File: src/rtl/thr_pkg.sv
package thr_pkg;

    typedef enum logic [2:0] {
        ST_IDLE,
        ST_DEFER,
        ST_DROP,
        ST_DWELL,
        ST_RAISE
    } thr_state_e;

    localparam int CAUSE_W    = 2;
    localparam int CAUSE_DOWN = 0;
    localparam int CAUSE_UP   = 1;

endpackage

File: src/rtl/thr_sync2.sv
module thr_sync2 (
    input  logic clk,
    input  logic rst_n,
    input  logic d_async,
    output logic q_sync
);
    logic [1:0] stage;

    always_ff @(posedge clk or negedge rst_n) begin
        if (!rst_n) stage <= '0;
        else        stage <= {stage[0], d_async};
    end

    assign q_sync = stage[1];
endmodule

File: src/rtl/thr_dwell_timer.sv
module thr_dwell_timer #(
    parameter int HOLD_W = 16
) (
    input  logic              clk,
    input  logic              rst_n,
    input  logic              load,
    input  logic [HOLD_W-1:0] load_val,
    output logic              expired
);
    logic [HOLD_W-1:0] cnt;

    always_ff @(posedge clk or negedge rst_n) begin
        if (!rst_n)            cnt <= '0;
        else if (load)         cnt <= load_val;
        else if (cnt != '0)    cnt <= cnt - 1'b1;
    end

    assign expired = (cnt == '0);
endmodule

File: src/rtl/thr_cause_reg.sv
module thr_cause_reg #(
    parameter int W = 2
) (
    input  logic         clk,
    input  logic         rst_n,
    input  logic [W-1:0] set_i,
    input  logic [W-1:0] clr_i,
    output logic [W-1:0] cause_o
);
    // set has priority over a same-cycle clear
    always_ff @(posedge clk or negedge rst_n) begin
        if (!rst_n) cause_o <= '0;
        else        cause_o <= (cause_o & ~clr_i) | set_i;
    end
endmodule

File: src/rtl/thermal_throttle_ctrl.sv
module thermal_throttle_ctrl
    import thr_pkg::*;
#(
    parameter int OPP_W  = 6,
    parameter int HOLD_W = 16
) (
    input  logic                 clk,
    input  logic                 rst_n,
    input  logic                 hot_async,
    input  logic                 cfg_enable,
    input  logic [OPP_W-1:0]     cfg_low_opp,
    input  logic [HOLD_W-1:0]    cfg_hold_cycles,
    input  logic [OPP_W-1:0]     cur_opp,
    input  logic                 sw_busy,
    output logic                 xreq,
    output logic [OPP_W-1:0]     xreq_opp,
    input  logic                 xdone,
    input  logic [CAUSE_W-1:0]   irq_clr,
    output logic [CAUSE_W-1:0]   irq_cause,
    output logic                 irq,
    output logic                 throttled
);
    thr_state_e         state_q, state_d;
    logic               hot_s;
    logic               dwell_expired;
    logic               timer_load;
    logic [OPP_W-1:0]   saved_opp_q;
    logic [OPP_W-1:0]   target_q;
    logic               start_drop;
    logic               start_raise;
    logic [CAUSE_W-1:0] cause_set;

    thr_sync2 u_sync (
        .clk     (clk),
        .rst_n   (rst_n),
        .d_async (hot_async),
        .q_sync  (hot_s)
    );

    thr_dwell_timer #(.HOLD_W(HOLD_W)) u_timer (
        .clk      (clk),
        .rst_n    (rst_n),
        .load     (timer_load),
        .load_val (cfg_hold_cycles),
        .expired  (dwell_expired)
    );

    thr_cause_reg #(.W(CAUSE_W)) u_cause (
        .clk     (clk),
        .rst_n   (rst_n),
        .set_i   (cause_set),
        .clr_i   (irq_clr),
        .cause_o (irq_cause)
    );

    // state register
    always_ff @(posedge clk or negedge rst_n) begin
        if (!rst_n) state_q <= ST_IDLE;
        else        state_q <= state_d;
    end

    // next state and internal strobes
    always_comb begin
        state_d     = state_q;
        start_drop  = 1'b0;
        start_raise = 1'b0;
        timer_load  = 1'b0;
        unique case (state_q)
            ST_IDLE: begin
                if (cfg_enable && hot_s) begin
                    if (sw_busy) begin
                        state_d = ST_DEFER;
                    end else begin
                        state_d    = ST_DROP;
                        start_drop = 1'b1;
                    end
                end
            end
            ST_DEFER: begin
                if (!cfg_enable) begin
                    state_d = ST_IDLE;
                end else if (!sw_busy) begin
                    state_d    = ST_DROP;
                    start_drop = 1'b1;
                end
            end
            ST_DROP: begin
                if (xdone) begin
                    state_d    = ST_DWELL;
                    timer_load = 1'b1;
                end
            end
            ST_DWELL: begin
                if (dwell_expired) begin
                    if (hot_s) begin
                        timer_load = 1'b1;
                    end else begin
                        state_d     = ST_RAISE;
                        start_raise = 1'b1;
                    end
                end
            end
            ST_RAISE: begin
                if (xdone) state_d = ST_IDLE;
            end
            default: state_d = ST_IDLE;
        endcase
    end

    // saved and target operating points
    always_ff @(posedge clk or negedge rst_n) begin
        if (!rst_n) begin
            saved_opp_q <= '0;
            target_q    <= '0;
        end else if (start_drop) begin
            saved_opp_q <= cur_opp;
            target_q    <= cfg_low_opp;
        end else if (start_raise) begin
            target_q    <= saved_opp_q;
        end
    end

    // outputs
    always_comb begin
        xreq      = (state_q == ST_DROP) || (state_q == ST_RAISE);
        xreq_opp  = target_q;
        throttled = (state_q == ST_DROP) || (state_q == ST_DWELL) ||
                    (state_q == ST_RAISE);
        cause_set = '0;
        cause_set[CAUSE_DOWN] = (state_q == ST_DROP)  && xdone;
        cause_set[CAUSE_UP]   = (state_q == ST_RAISE) && xdone;
        irq       = |irq_cause;
    end

endmodule

File: config.mk
export PLATFORM = sky130hd
export DESIGN_NAME = thermal_throttle_ctrl
export DESIGN_NICKNAME = d
export VERILOG_FILES = /design/src/rtl/thr_pkg.sv /design/src/rtl/thr_sync2.sv /design/src/rtl/thr_dwell_timer.sv /design/src/rtl/thr_cause_reg.sv /design/src/rtl/thermal_throttle_ctrl.sv
export SDC_FILE = /design/constraint.sdc
export NUM_CORES = 1
export LEC_CHECK = 0
export BUFFER_PORTS_ARGS = -buffer_cell sky130_fd_sc_hd__buf_2
export CORE_MARGIN = 10
export CORE_UTILIZATION = 55
export DETAILED_ROUTE_END_ITERATION = 10
export PLACE_DENSITY = 0.82
export SLEW_MARGIN = 0
export SYNTH_ARGS = -nofsm -noshare
export SYNTH_HDL_FRONTEND = slang
export SYNTH_SLANG_ARGS = --single-unit
File: constraint.sdc
create_clock -name clk -period 5.85 [get_ports clk]
set_input_delay 1.4625 -clock clk [delete_from_list [all_inputs] [get_ports clk]]
set_output_delay 1.4625 -clock clk [all_outputs]
set_load 0.01 [all_outputs]
==> results.md, run 1 <==
* TNS Setup at 0 ps
* IO Pins at 47
* Combinational fraction of design power at 40.6%
* Layout cells sized above 1 at 28.6%
* Largest net degree at the start of global routing at 36
* # H-tree levels at 2
* Fin. Hold Viols at 0
* Setup Skew at 6.46 ps
* Worst r2r dst: u_timer.cnt[0]
* Synth Cell Area at 1890 sq um
* TritonCTS buffer count at 5
* Initial antenna violation count at 0
* Clk slew on worst S/H paths at 120 ps
* CTS tree: yes
* Yosys warns at 0
* Crit end category: register
* # port buffers at 46
* Post-Syn Instances at 193
* Core Box Area at 3340 sq um
* WL per Instance at 14.8 um
* Worst IR drop on VDD at 0.234 mV
* Drt pass-1 iters at 4
* Max clock buf depth at 2
* Total grt overflow at 0
* Final max-slew violation count at 0
* Number of inserted diodes at 0
* Final net count at 275
* Die area at 6180 sq um
* Hold path start: u_sync.stage[0]
* Internal power at 0.601 mW
* Synth cell types at 41
* Maximum clock frequency at 330 MHz
* Sequential share of power at 44.9%
* Hold crit path type: register to register
* Fin crit period at 3030 ps
* Area growth syn-to-layout at 17.1%
* Crit path DAT at 3270 ps
* Final worst-path cycle share at 51.8%
* Sequential share of the synthesized area at 46.4%
* Status: finished, final reports clean
* Vias in the first global route at 1544
* Overall power at 1.01 mW
* Starting DRC count in detailed routing at 125
* Rel. slew slack at 40.1%
* Clk root buf: clkbuf_4
* Async SR Flop Fraction at 100%
* Hold worst-path end: u_sync.stage[1]
* Critical path required time at 6090 ps
* Post-synth top area share at 46.4%
* Mean number of vias per cell at 5.55
* Post-route ant nets at 0
* Post-route DRC at 0
* Worst r2r src: state_q[2]
* Total GRT Usage at 13.9%
* RSZ-0062 raised after global routing: false
* Yosys reg bits at 35
* Final wirelength at 4.19 mm
* Final instance area at 2210 sq um
* Flop2flop setup slack at 3340 ps
* Sw Share at 40.6%
* P_sw at 0.411 mW
* Syn_area_per_cell at 9.79 sq um
* # clock sinks at 35
* Most used DFF post-synth: dfrtp_1
* Mapped Nets at 231
* Setup violators final at 0
* Setup CP Type: input pin to register
* Max Cap Violations at 0
* WHS at 361 ps
* Post-DP HPWL at 3.17 mm
* Via Count at 1576
* Slew @ Worst Pin at 898 ps
* CTS Hold Bufs at 0
* Clock power frac at 14.5%
* Instance area at placement at 2140 sq um
* Post CTS Setup Buffer Count at 0
* Final core occ at 66.3%
* Largest cells by area after synthesis: dfrtp_1 (46%), nor2_1 (4.4%), mux2_2 (4.2%)
* Die W at 78.6 um
* R2R depth at 4
* Std cell rows at 21
* Post-CTS sizing at 0
* Crit-path max FO at 12
* Worst setup SP type: input pin
* Routability Congestion at 0.824
* Power per cell area at 458 nW/um^2
* Post-synth EDFFs at 0
* Synth area leader: dfrtp_1
* Worst hold path depth at 0
* LEAKAGE at 0.968 nW
* Starting Density at 56.6%
* Die height at 78.6 um
* Clock latency on the worst-skew pair at 340 ps
* First-pass GRT wire length at 7.00 mm
sequential cells by signal, indices dropped and copies added, names as in the netlist:
| name | count |
|---|---|
| saved_opp_q | 6 |
| state_q | 3 |
| u_cause.cause_o | 2 |
| u_sync.stage | 2 |
| u_timer.cnt | 16 |
| xreq_opp | 6 |
worst max-delay path: stages:
cell      delay (ps)
buf_2            130
nand2b_1          80
a21oi_1          700
o21ai_1          500
mux2_2           400
through the flow:
step / worst slack (ps) / cells
after floorplan: 3320 / 193
after global placement: 2550 / 276
after detailed placement: 2490 / 276
after CTS: 2860 / 284
after global routing: 2690 / 284
final: 2820 / 284
worst max path at each step:
stage	endpoint	slack (ps)	start	depth (start not counted)
5_1_grt	u_timer.cnt[0]	2690	xdone	5
3_3_place_gp	u_timer.cnt[0]	2550	xdone	5
4_1_cts	u_timer.cnt[0]	2860	xdone	5
3_5_place_dp	u_timer.cnt[0]	2490	xdone	5
2_1_floorplan	state_q[1]	3320	xdone	5
6_report	u_timer.cnt[0]	2820	xdone	5
power by group through the flow:
stage	combinational [mW]	sequential (mW)	clock (mW)
5_1_grt	0.464	0.474	0.158
2_1_floorplan	0.312	0.438	0
3_3_place_gp	0.398	0.454	0
4_1_cts	0.414	0.453	0.149
6_report	0.411	0.454	0.147
3_5_place_dp	0.414	0.458	0
cells in the final DEF, fill, tap and decap left out, drive strengths merged, types with 2 or more instances in the layout:
master | synthesis | routed
nand2b | 2 | 2
a21oi | 14 | 14
nor3b | 2 | 2
xor2 | 5 | 5
o21ai | 10 | 10
nor4bb | 2 | 2
nand2 | 13 | 13
nor4 | 6 | 6
inv | 7 | 7
mux2 | 7 | 7
buf | 2 | 47
ha | 2 | 2
nor2b | 3 | 3
a211oi | 5 | 5
clkbuf | 8 | 6
nand3 | 10 | 10
mux2i | 6 | 6
nor3 | 4 | 4
nand4 | 3 | 3
xnor2 | 8 | 8
nor2 | 22 | 22
dfrtp | 35 | 35
logic make-up (layout without fill, tap and decap cells):
group | Yosys count | in the layout | share of synthesized area [%]
AOI/OAI and AO/OA | 42 | 42 | 14.0
xor gates and xnor gates | 13 | 13 | 6.03
adders and majority gates | 2 | 2 | 1.32
buffers and inverters | 17 | 62 | 3.51
DFF | 35 | 35 | 46.4
muxes | 13 | 13 | 7.35
and+or+nand+nor | 71 | 71 | 21.5
per-layer routing:
| metal | vias up | share of wire [%] | track usage (%) |
|---|---|---|---|
| li1 | 783 | - | - |
| met1 | 739 | 43 | 16.2 |
| met2 | 47 | 47 | 21.7 |
| met3 | 7 | 9.1 | 6.49 |
| met4 | 0 | 1.6 | 5.38 |
| met5 | - | 0 | 0 |
area by class of cell:
type                            instances  area (sq um)
Multi-Input combinational cell        141           947
Sequential cell                        35           876
Inverter                                7          26.3
Fill cell                             276          1120
Clock inverter                          2          16.3
Timing Repair Buffer                   47           238
Clock buffer                            6          51.3
Tap cell                               46          57.6
Yosys cell counts (all sizes together), types with 2 or more instances:
cell / instances
a211oi: 5
a21oi: 14
buf: 2
clkbuf: 8
dfrtp: 35
ha: 2
inv: 7
mux2: 7
mux2i: 6
nand2: 13
nand2b: 2
nand3: 10
nand4: 3
nor2: 22
nor2b: 3
nor3: 4
nor3b: 2
nor4: 6
nor4bb: 2
o21ai: 10
xnor2: 8
xor2: 5
(Power assumes the default switching activity.)
==> inputs of run 2 (changes only) <==
--- a/config.mk
+++ b/config.mk
@@ -5,11 +5,12 @@
 export SDC_FILE = /design/constraint.sdc
 export NUM_CORES = 1
 export LEC_CHECK = 0
+export ABC_AREA = 1
 export BUFFER_PORTS_ARGS = -buffer_cell sky130_fd_sc_hd__buf_2
 export CORE_MARGIN = 10
-export CORE_UTILIZATION = 55
+export CORE_UTILIZATION = 54
 export DETAILED_ROUTE_END_ITERATION = 10
-export PLACE_DENSITY = 0.82
+export PLACE_DENSITY = 0.8
 export SLEW_MARGIN = 0
 export SYNTH_ARGS = -nofsm -noshare
 export SYNTH_HDL_FRONTEND = slang
==> constraint.sdc (replaced) <==
create_clock -name clk -period 3 [get_ports clk]
set_input_delay 0.75 -clock clk [delete_from_list [all_inputs] [get_ports clk]]
set_output_delay 0.75 -clock clk [all_outputs]
set_load 0.01 [all_outputs]
==> run 2 against run 1 <==
- worst hold slack got worse by 11 ps
- cell count rose by 30%
- clock-buffer cell count fell by 1
- critical path depth fell by 1
- sequential cell count did not move
- clock skew rose by 2.6 ps
- utilization fell by 0.84 points
- worst setup slack got worse by 2000 ps
- first-iteration DRC count rose by 6.4%
- global-route usage rose by 0.76 points
- critical path type is now register to output port
- critical endpoint is now throttled
- largest cell class unchanged
==> results.md, run 2 <==
* Most common cell after layout, fill and taps aside: nand2_1 (was buf_2)
* Die area at 6670 sq um (was 6180 sq um)
* Area growth syn-to-layout at 16.7% (was 17.1%)
* Critical path required time at 2250 ps (was 6090 ps)
* Setup CP Type: register to output port (was input pin to register)
* Commonest cells after routing, fill and taps aside: nand2_1 (82), buf_2 (46), dfrtp_1 (35), inv_1 (32), nand3_1 (28) (was buf_2 (46), dfrtp_1 (35), nor2_1 (22), a21oi_1 (14), nand2_1 (13))
* # clock sinks at 35 (unchanged)
* CTS tree: yes (unchanged)
* WL per Instance at 12.5 um (was 14.8 um)
* Most common cell in the netlist: nand2_1 (was dfrtp_1)
* Crit-path max FO at 6 (was 12)
* Maximum clock frequency at 460 MHz
* LEAKAGE at 1.27 nW (was 0.968 nW)
* Worst setup SP type: register (was input pin)
* Post-Syn Instances at 273 (was 193)
* TNS Setup at 0 ps (unchanged)
* Final max-slew violation count at 0 (unchanged)
* Post CTS Setup Buffer Count at 0 (unchanged)
* Sequential share of power at 39.1% (was 44.9%)
* Mean number of vias per cell at 5.06 (was 5.55)
* Final instance area at 2400 sq um (was 2210 sq um)
* Sequential share of the synthesized area at 42.7% (was 46.4%)
* Clk root buf: clkbuf_8 (was clkbuf_4)
* RSZ-0062 raised after global routing: false (unchanged)
* First-pass GRT wire length at 7.89 mm (was 7.00 mm)
* Final WS setup at 827 ps (was 2820 ps)
* Post-synth top area share at 42.7% (was 46.4%)
* FF+latch area at 876 sq um (unchanged)
* Yosys warns at 0 (unchanged)
* P_sw at 0.928 mW (was 0.411 mW)
* Combinational fraction of design power at 42.6% (was 40.6%)
* Std cell rows at 22 (was 21)
* Filler cells at 325 (was 276)
* Yosys reg bits at 35 (unchanged)
* Async SR Flop Fraction at 100% (unchanged)
* Slew @ Worst Pin at 752 ps (was 898 ps)
* Initial antenna violation count at 0 (unchanged)
* Fin. Hold Viols at 0 (unchanged)
* Drt pass-1 iters at 4 (unchanged)
* Crit end category: output port (was register)
* Largest cells by area after synthesis: dfrtp_1 (43%), nand2_1 (15%), nand3_1 (6.8%) (was dfrtp_1 (46%), nor2_1 (4.4%), mux2_2 (4.2%))
* Largest register FFs at 16 (unchanged)
* CTS Hold Bufs at 0 (unchanged)
* Synth top cells by count: nand2_1 (82), dfrtp_1 (35), inv_1 (32) (was dfrtp_1 (35), nor2_1 (22), a21oi_1 (14))
* Post-DP HPWL at 3.56 mm (was 3.17 mm)
* Final wirelength at 4.60 mm (was 4.19 mm)
* Total GRT Usage at 14.7% (was 13.9%)
* Status: finished, final reports clean (unchanged)
* Setup WS pre-CTS at 1090 ps (was 2490 ps)
* Max Cap Violations at 0 (unchanged)
* Synth Cell Area at 2050 sq um (was 1890 sq um)
* Worst IR drop on VDD at 0.485 mV (was 0.234 mV)
* Total grt overflow at 0 (unchanged)
* Crit path DAT at 1420 ps (was 3270 ps)
* # H-tree levels at 2 (unchanged)
* Routability Congestion at 0.887 (was 0.824)
* Crit path max-delay family: flip-flops (was compound AO/OA/AOI/OAI gates)
* Post-route DRC at 0 (unchanged)
* Starting DRC count in detailed routing at 133 (was 125)
* TritonCTS buffer count at 5 (unchanged)
* Instance area at placement at 2290 sq um (was 2140 sq um)
* Core Box Area at 3660 sq um (was 3340 sq um)
* Clock power frac at 18.3% (was 14.5%)
* Setup violators final at 0 (unchanged)
* Largest net degree at the start of global routing at 36 (unchanged)
* Synth cell types at 25 (was 41)
* Post-CTS sizing at 0 (unchanged)
* Largest Register: u_timer.cnt (unchanged)
* Critical-path cell list: inv_1 > nand3_1 > o21ai_0 > buf_2 (was buf_2 > nand2b_1 > a21oi_1 > o21ai_1 > mux2_2)
* Vias in the first global route at 1781 (was 1544)
* Die W at 81.7 um (was 78.6 um)
* Most used DFF post-synth: dfrtp_1 (unchanged)
* Number of inserted diodes at 0 (unchanged)
* Area of the multi-input gates at 1000 sq um (was 947 sq um)
* Post-synth EDFFs at 0 (unchanged)
* Hold crit path type: register to register (unchanged)
* IO Pins at 47 (unchanged)
* Power per cell area at 928 nW/um^2 (was 458 nW/um^2)
* Layout cells sized above 1 at 21.8% (was 28.6%)
* Clk slew on worst S/H paths at 70 ps (was 120 ps)
* Mapped Nets at 311 (was 231)
* CP bufs+invs at 2 (was 1)
* # port buffers at 46 (unchanged)
* Syn_area_per_cell at 7.52 sq um (was 9.79 sq um)
* Clock latency on the worst-skew pair at 290 ps (was 340 ps)
* Critical path's slowest cell: dfrtp_1 (was a21oi_1)
* Die height at 81.7 um (was 78.6 um)
* Internal power at 1.29 mW (was 0.601 mW)
* Setup Skew at 9.04 ps (was 6.46 ps)
* Post-route ant nets at 0 (unchanged)
* CP max stage delay at 440 ps (was 700 ps)
* Rel. slew slack at 49.9% (was 40.1%)
* Fin crit period at 2170 ps
* Via Count at 1866 (was 1576)
* Final worst-path cycle share at 72.4%
* Max clock buf depth at 2 (unchanged)
* Final net count at 359 (was 275)
* Sw Share at 41.8% (was 40.6%)
* Starting Density at 56.1% (was 56.6%)
* Synth area leader: dfrtp_1 (unchanged)
[run 2: changes by cell type after synthesis, moves of 6 or more]
cell	delta
mux2_2	-7
clkbuf_1	-8
inv_1	+25
a21oi_1	-9
o21ai_1	+7
mux2i_1	-6
nand2_1	+69
o21ai_0	+8
nand3_1	+18
[run 2: cells by family after synthesis]
family,synth area share (%)
and+or+nand+nor,34.7
buffers and inverters,8.65
AOI/OAI and AO/OA,8.96
DFF,42.7
xor gates and xnor gates,3.84
adders and majority gates,1.22
[run 2: layout make-up]
cell class | instances | share of cell area [%]
clock buffers | 5 | 2.87
well taps | 48 | 2.51
flip-flops and latches | 35 | 36.6
clock inverters | 2 | 1.57
multi-input cells | 200 | 41.7
repair buffers | 46 | 9.61
inverters | 33 | 5.17
[run 2: worst reg2reg max path: stages (launching register included)]
cell	delay [ps]
dfrtp_1	510
nor2_4	220
nand3_2	90
nand2_1	90
nand3_2	330
nand2_1	330
nand2_1	80
nand2_1	60
[run 2: stage by stage]
| stage | hold WS, ps | util, % | power (mW) | std cells |
|---|---|---|---|---|
| 2_1_floorplan | 331 | - | 1.59 | 273 |
| 3_5_place_dp | 335 | 62.5 | 1.82 | 362 |
| 3_3_place_gp | 334 | 62.5 | 1.79 | 362 |
| 4_1_cts | 350 | 65.4 | 2.24 | 369 |
| 5_1_grt | 360 | 65.4 | 2.43 | 369 |
| 6_report | 349 | 65.4 | 2.22 | 369 |
[run 2: metal layers]
| metal | global-route usage, % | vias up | wire length (um) |
|---|---|---|---|
| li1 | - | 960 | - |
| met1 | 19.0 | 844 | 2170 |
| met2 | 21.8 | 56 | 1960 |
| met3 | 5.57 | 6 | 402 |
| met4 | 5.27 | 0 | 61 |
| met5 | 0 | - | 0 |
[run 2: worst paths after layout]
check / to / slack [ps] / cells after the start / from
worst min-delay path: u_sync.stage[1] / 350 / 0 / u_sync.stage[0]
worst max register to register: xreq_opp[0] / 1230 / 7 / state_q[1]
worst min register to register: u_sync.stage[1] / 350 / 0 / u_sync.stage[0]
worst max-delay path: throttled / 830 / 4 / state_q[0]
max in group asynchronous: u_timer.cnt[15] / 1990 / 1 / rst_n
min in group asynchronous: xreq_opp[1] / 530 / 1 / rst_n
[run 2: power by group through the flow]
stage,logic [mW],clock network [mW],registers [mW]
2_1_floorplan,0.756,0,0.838
3_3_place_gp,0.923,0,0.872
3_5_place_dp,0.958,0,0.866
4_1_cts,0.960,0.413,0.867
5_1_grt,1.09,0.434,0.897
6_report,0.948,0.406,0.868
==> inputs of run 3 (changes only) <==
==> constraint.sdc (replaced) <==
create_clock -name clk -period 2 [get_ports clk]
set_input_delay 0.5 -clock clk [delete_from_list [all_inputs] [get_ports clk]]
set_output_delay 0.5 -clock clk [all_outputs]
set_load 0.01 [all_outputs]
==> run 3 against run 2 <==
- critical path depth unchanged
- global-route usage increased by 0.90 points
- worst setup slack got worse by 700 ps
- die area unchanged
- final area is the same
- non-clock buffer count rose by 1
- combinational power up 51%
- sequential power up 51%
- first-iteration DRC count increased by 17%
- total power is 48% higher
- largest power group unchanged
==> results.md, run 3 (synthesis gave the netlist of run 2 again) <==
* Status: finished, final reports clean (unchanged)
* Max clock buf depth at 2 (unchanged)
* Core Box Area at 3660 sq um (unchanged)
* Number of inserted diodes at 0 (unchanged)
* Final wirelength at 4.69 mm (was 4.60 mm)
* Largest net degree at the start of global routing at 36 (unchanged)
* First-pass GRT wire length at 8.33 mm (was 7.89 mm)
* Clk slew on worst S/H paths at 80 ps (was 70 ps)
* Worst setup SP type: register (unchanged)
* Die height at 81.7 um (unchanged)
* TNS Setup at 0 ps (unchanged)
* FF+latch area at 876 sq um (unchanged)
* Post-route ant nets at 0 (unchanged)
* Filler cells at 331 (was 325)
* Worst r2r src: state_q[1] (unchanged)
* IO Pins at 47 (unchanged)
* Setup CP Type: register to output port (unchanged)
* Rel. slew slack at 71.1% (was 49.9%)
* Vias in the first global route at 1848 (was 1781)
* Die W at 81.7 um (unchanged)
* Post-route DRC at 0 (unchanged)
* Clock latency on the worst-skew pair at 290 ps (about the same)
* Starting DRC count in detailed routing at 155 (was 133)
* # port buffers at 46 (unchanged)
* Fin crit period at 1880 ps
* RSZ-0062 raised after global routing: false (unchanged)
* Setup violators final at 0 (unchanged)
* Via Count at 1878 (was 1866)
* Met2 Use GR at 23.3% (was 21.8%)
* Area growth syn-to-layout at 16.7% (unchanged)
* WHS at 230 ps (was 349 ps)
* Crit-path max FO at 8 (was 6)
* R2R depth at 7 (unchanged)
* Hold crit path type: input pin to async pin (was register to register)
* # H-tree levels at 2 (unchanged)
* Final net count at 360 (was 359)
* Worst r2r dst: xreq_opp[0] (unchanged)
* Most common cell after layout, fill and taps aside: nand2_1 (unchanged)
* Commonest cells after routing, fill and taps aside: nand2_1 (82), buf_2 (46), dfrtp_1 (35), inv_1 (31), nand3_1 (28) (was nand2_1 (82), buf_2 (46), dfrtp_1 (35), inv_1 (32), nand3_1 (28))
* Area of the multi-input gates at 1000 sq um (unchanged)
* Post CTS Setup Buffer Count at 0 (unchanged)
* Total grt overflow at 0 (unchanged)
* Std cell rows at 22 (unchanged)
* Worst IR drop on VDD at 0.620 mV (was 0.485 mV)
* Maximum clock frequency at 533 MHz
* Routability Congestion at 0.916 (was 0.887)
* # clock sinks at 35 (unchanged)
* Flop2flop setup slack at 250 ps (was 1230 ps)
* Slew @ Worst Pin at 433 ps (was 752 ps)
* Die area at 6670 sq um (unchanged)
* Post-DP HPWL at 3.68 mm (was 3.56 mm)
* Final worst-path cycle share at 93.8%
* LEAKAGE at 1.27 nW (about the same)
* Total GRT Usage at 15.6% (was 14.7%)
* Final max-slew violation count at 0 (unchanged)
* Setup WS pre-CTS at 239 ps (was 1090 ps)
* Met1 Usage GRT at 19.6% (was 19.0%)
* Largest register FFs at 16 (unchanged)
* Final WS setup at 125 ps (was 827 ps)
* Crit path DAT at 1380 ps (was 1420 ps)
* Post-CTS sizing at 0 (unchanged)
* Power per cell area at 1370 nW/um^2 (was 928 nW/um^2)
* Drt pass-1 iters at 4 (unchanged)
* CTS Hold Bufs at 0 (unchanged)
* Largest Register: u_timer.cnt (unchanged)
* CTS tree: yes (unchanged)
* WL per Instance at 12.6 um (was 12.5 um)
* Fin. Hold Viols at 0 (unchanged)
* Initial antenna violation count at 0 (unchanged)
* Critical path required time at 1500 ps (was 2250 ps)
* Max Cap Violations at 0 (unchanged)
* TritonCTS buffer count at 5 (unchanged)
* Mean number of vias per cell at 5.06 (about the same)
* Setup Skew at 12.6 ps (was 9.04 ps)
* Starting Density at 56.1% (unchanged)
* Layout cells sized above 1 at 22.6% (was 21.8%)
* Met3 GRT Util at 7.97% (was 5.57%)
* GRT busiest layer: met2 (unchanged)
* Crit end category: output port (unchanged)
* Clk root buf: clkbuf_8 (unchanged)
[run 3: cell count changes in the layout (fill, tap and decap cells not counted), sizes merged]
cell | before | now
buf | 46 | 47
bufinv | 1 | 0
clkbuf | 5 | 6
clkinv | 0 | 1
[run 3: power breakdown]
| group | switching [mW] | internal, mW |
|---|---|---|
| Sequential | 0.283 | 1.02 |
| Clock | 0.263 | 0.281 |
| Combinational | 0.877 | 0.555 |
[run 3: worst max path at each step]
stage / slack [ps] / start / to / cells after the start
2_1_floorplan: 540 / u_timer.cnt[0] / u_timer.cnt[12] / 9
3_3_place_gp: 270 / state_q[1] / xreq_opp[0] / 7
3_5_place_dp: 240 / state_q[1] / xreq_opp[0] / 7
4_1_cts: 90 / state_q[0] / throttled / 4
5_1_grt: 30 / state_q[1] / throttled / 4
6_report: 120 / state_q[1] / throttled / 4
[run 3: metrics by stage]
step,power [mW],instance area [sq um],utilization (%),cells
6_report,3.28,2400,65.4,371
5_1_grt,3.61,2400,65.4,371
4_1_cts,3.30,2400,65.4,371
3_5_place_dp,2.74,2300,62.7,363
3_3_place_gp,2.71,2300,62.7,363
2_1_floorplan,2.39,2050,-,273
[run 3: per-layer routing]
metal | vias to the layer above | part of all wire [%]
met5 | - | 0
met4 | 0 | 1.4
met3 | 8 | 11
met2 | 69 | 44
met1 | 834 | 44
li1 | 967 | -
[run 3: layout make-up]
cell class,count,area share (%)
Multi-Input combinational cell,200,41.7
Clock inverter,2,0.679
Timing Repair Buffer,47,9.92
Clock buffer,6,3.45
Inverter,33,5.17
Sequential cell,35,36.6
Tap cell,48,2.51
[run 3: critical path: stages (launching register included)]
cell and delay [ps]:
dfrtp_1 550, inv_1 100, nand3_1 180, o21ai_0 100
buf_2 150
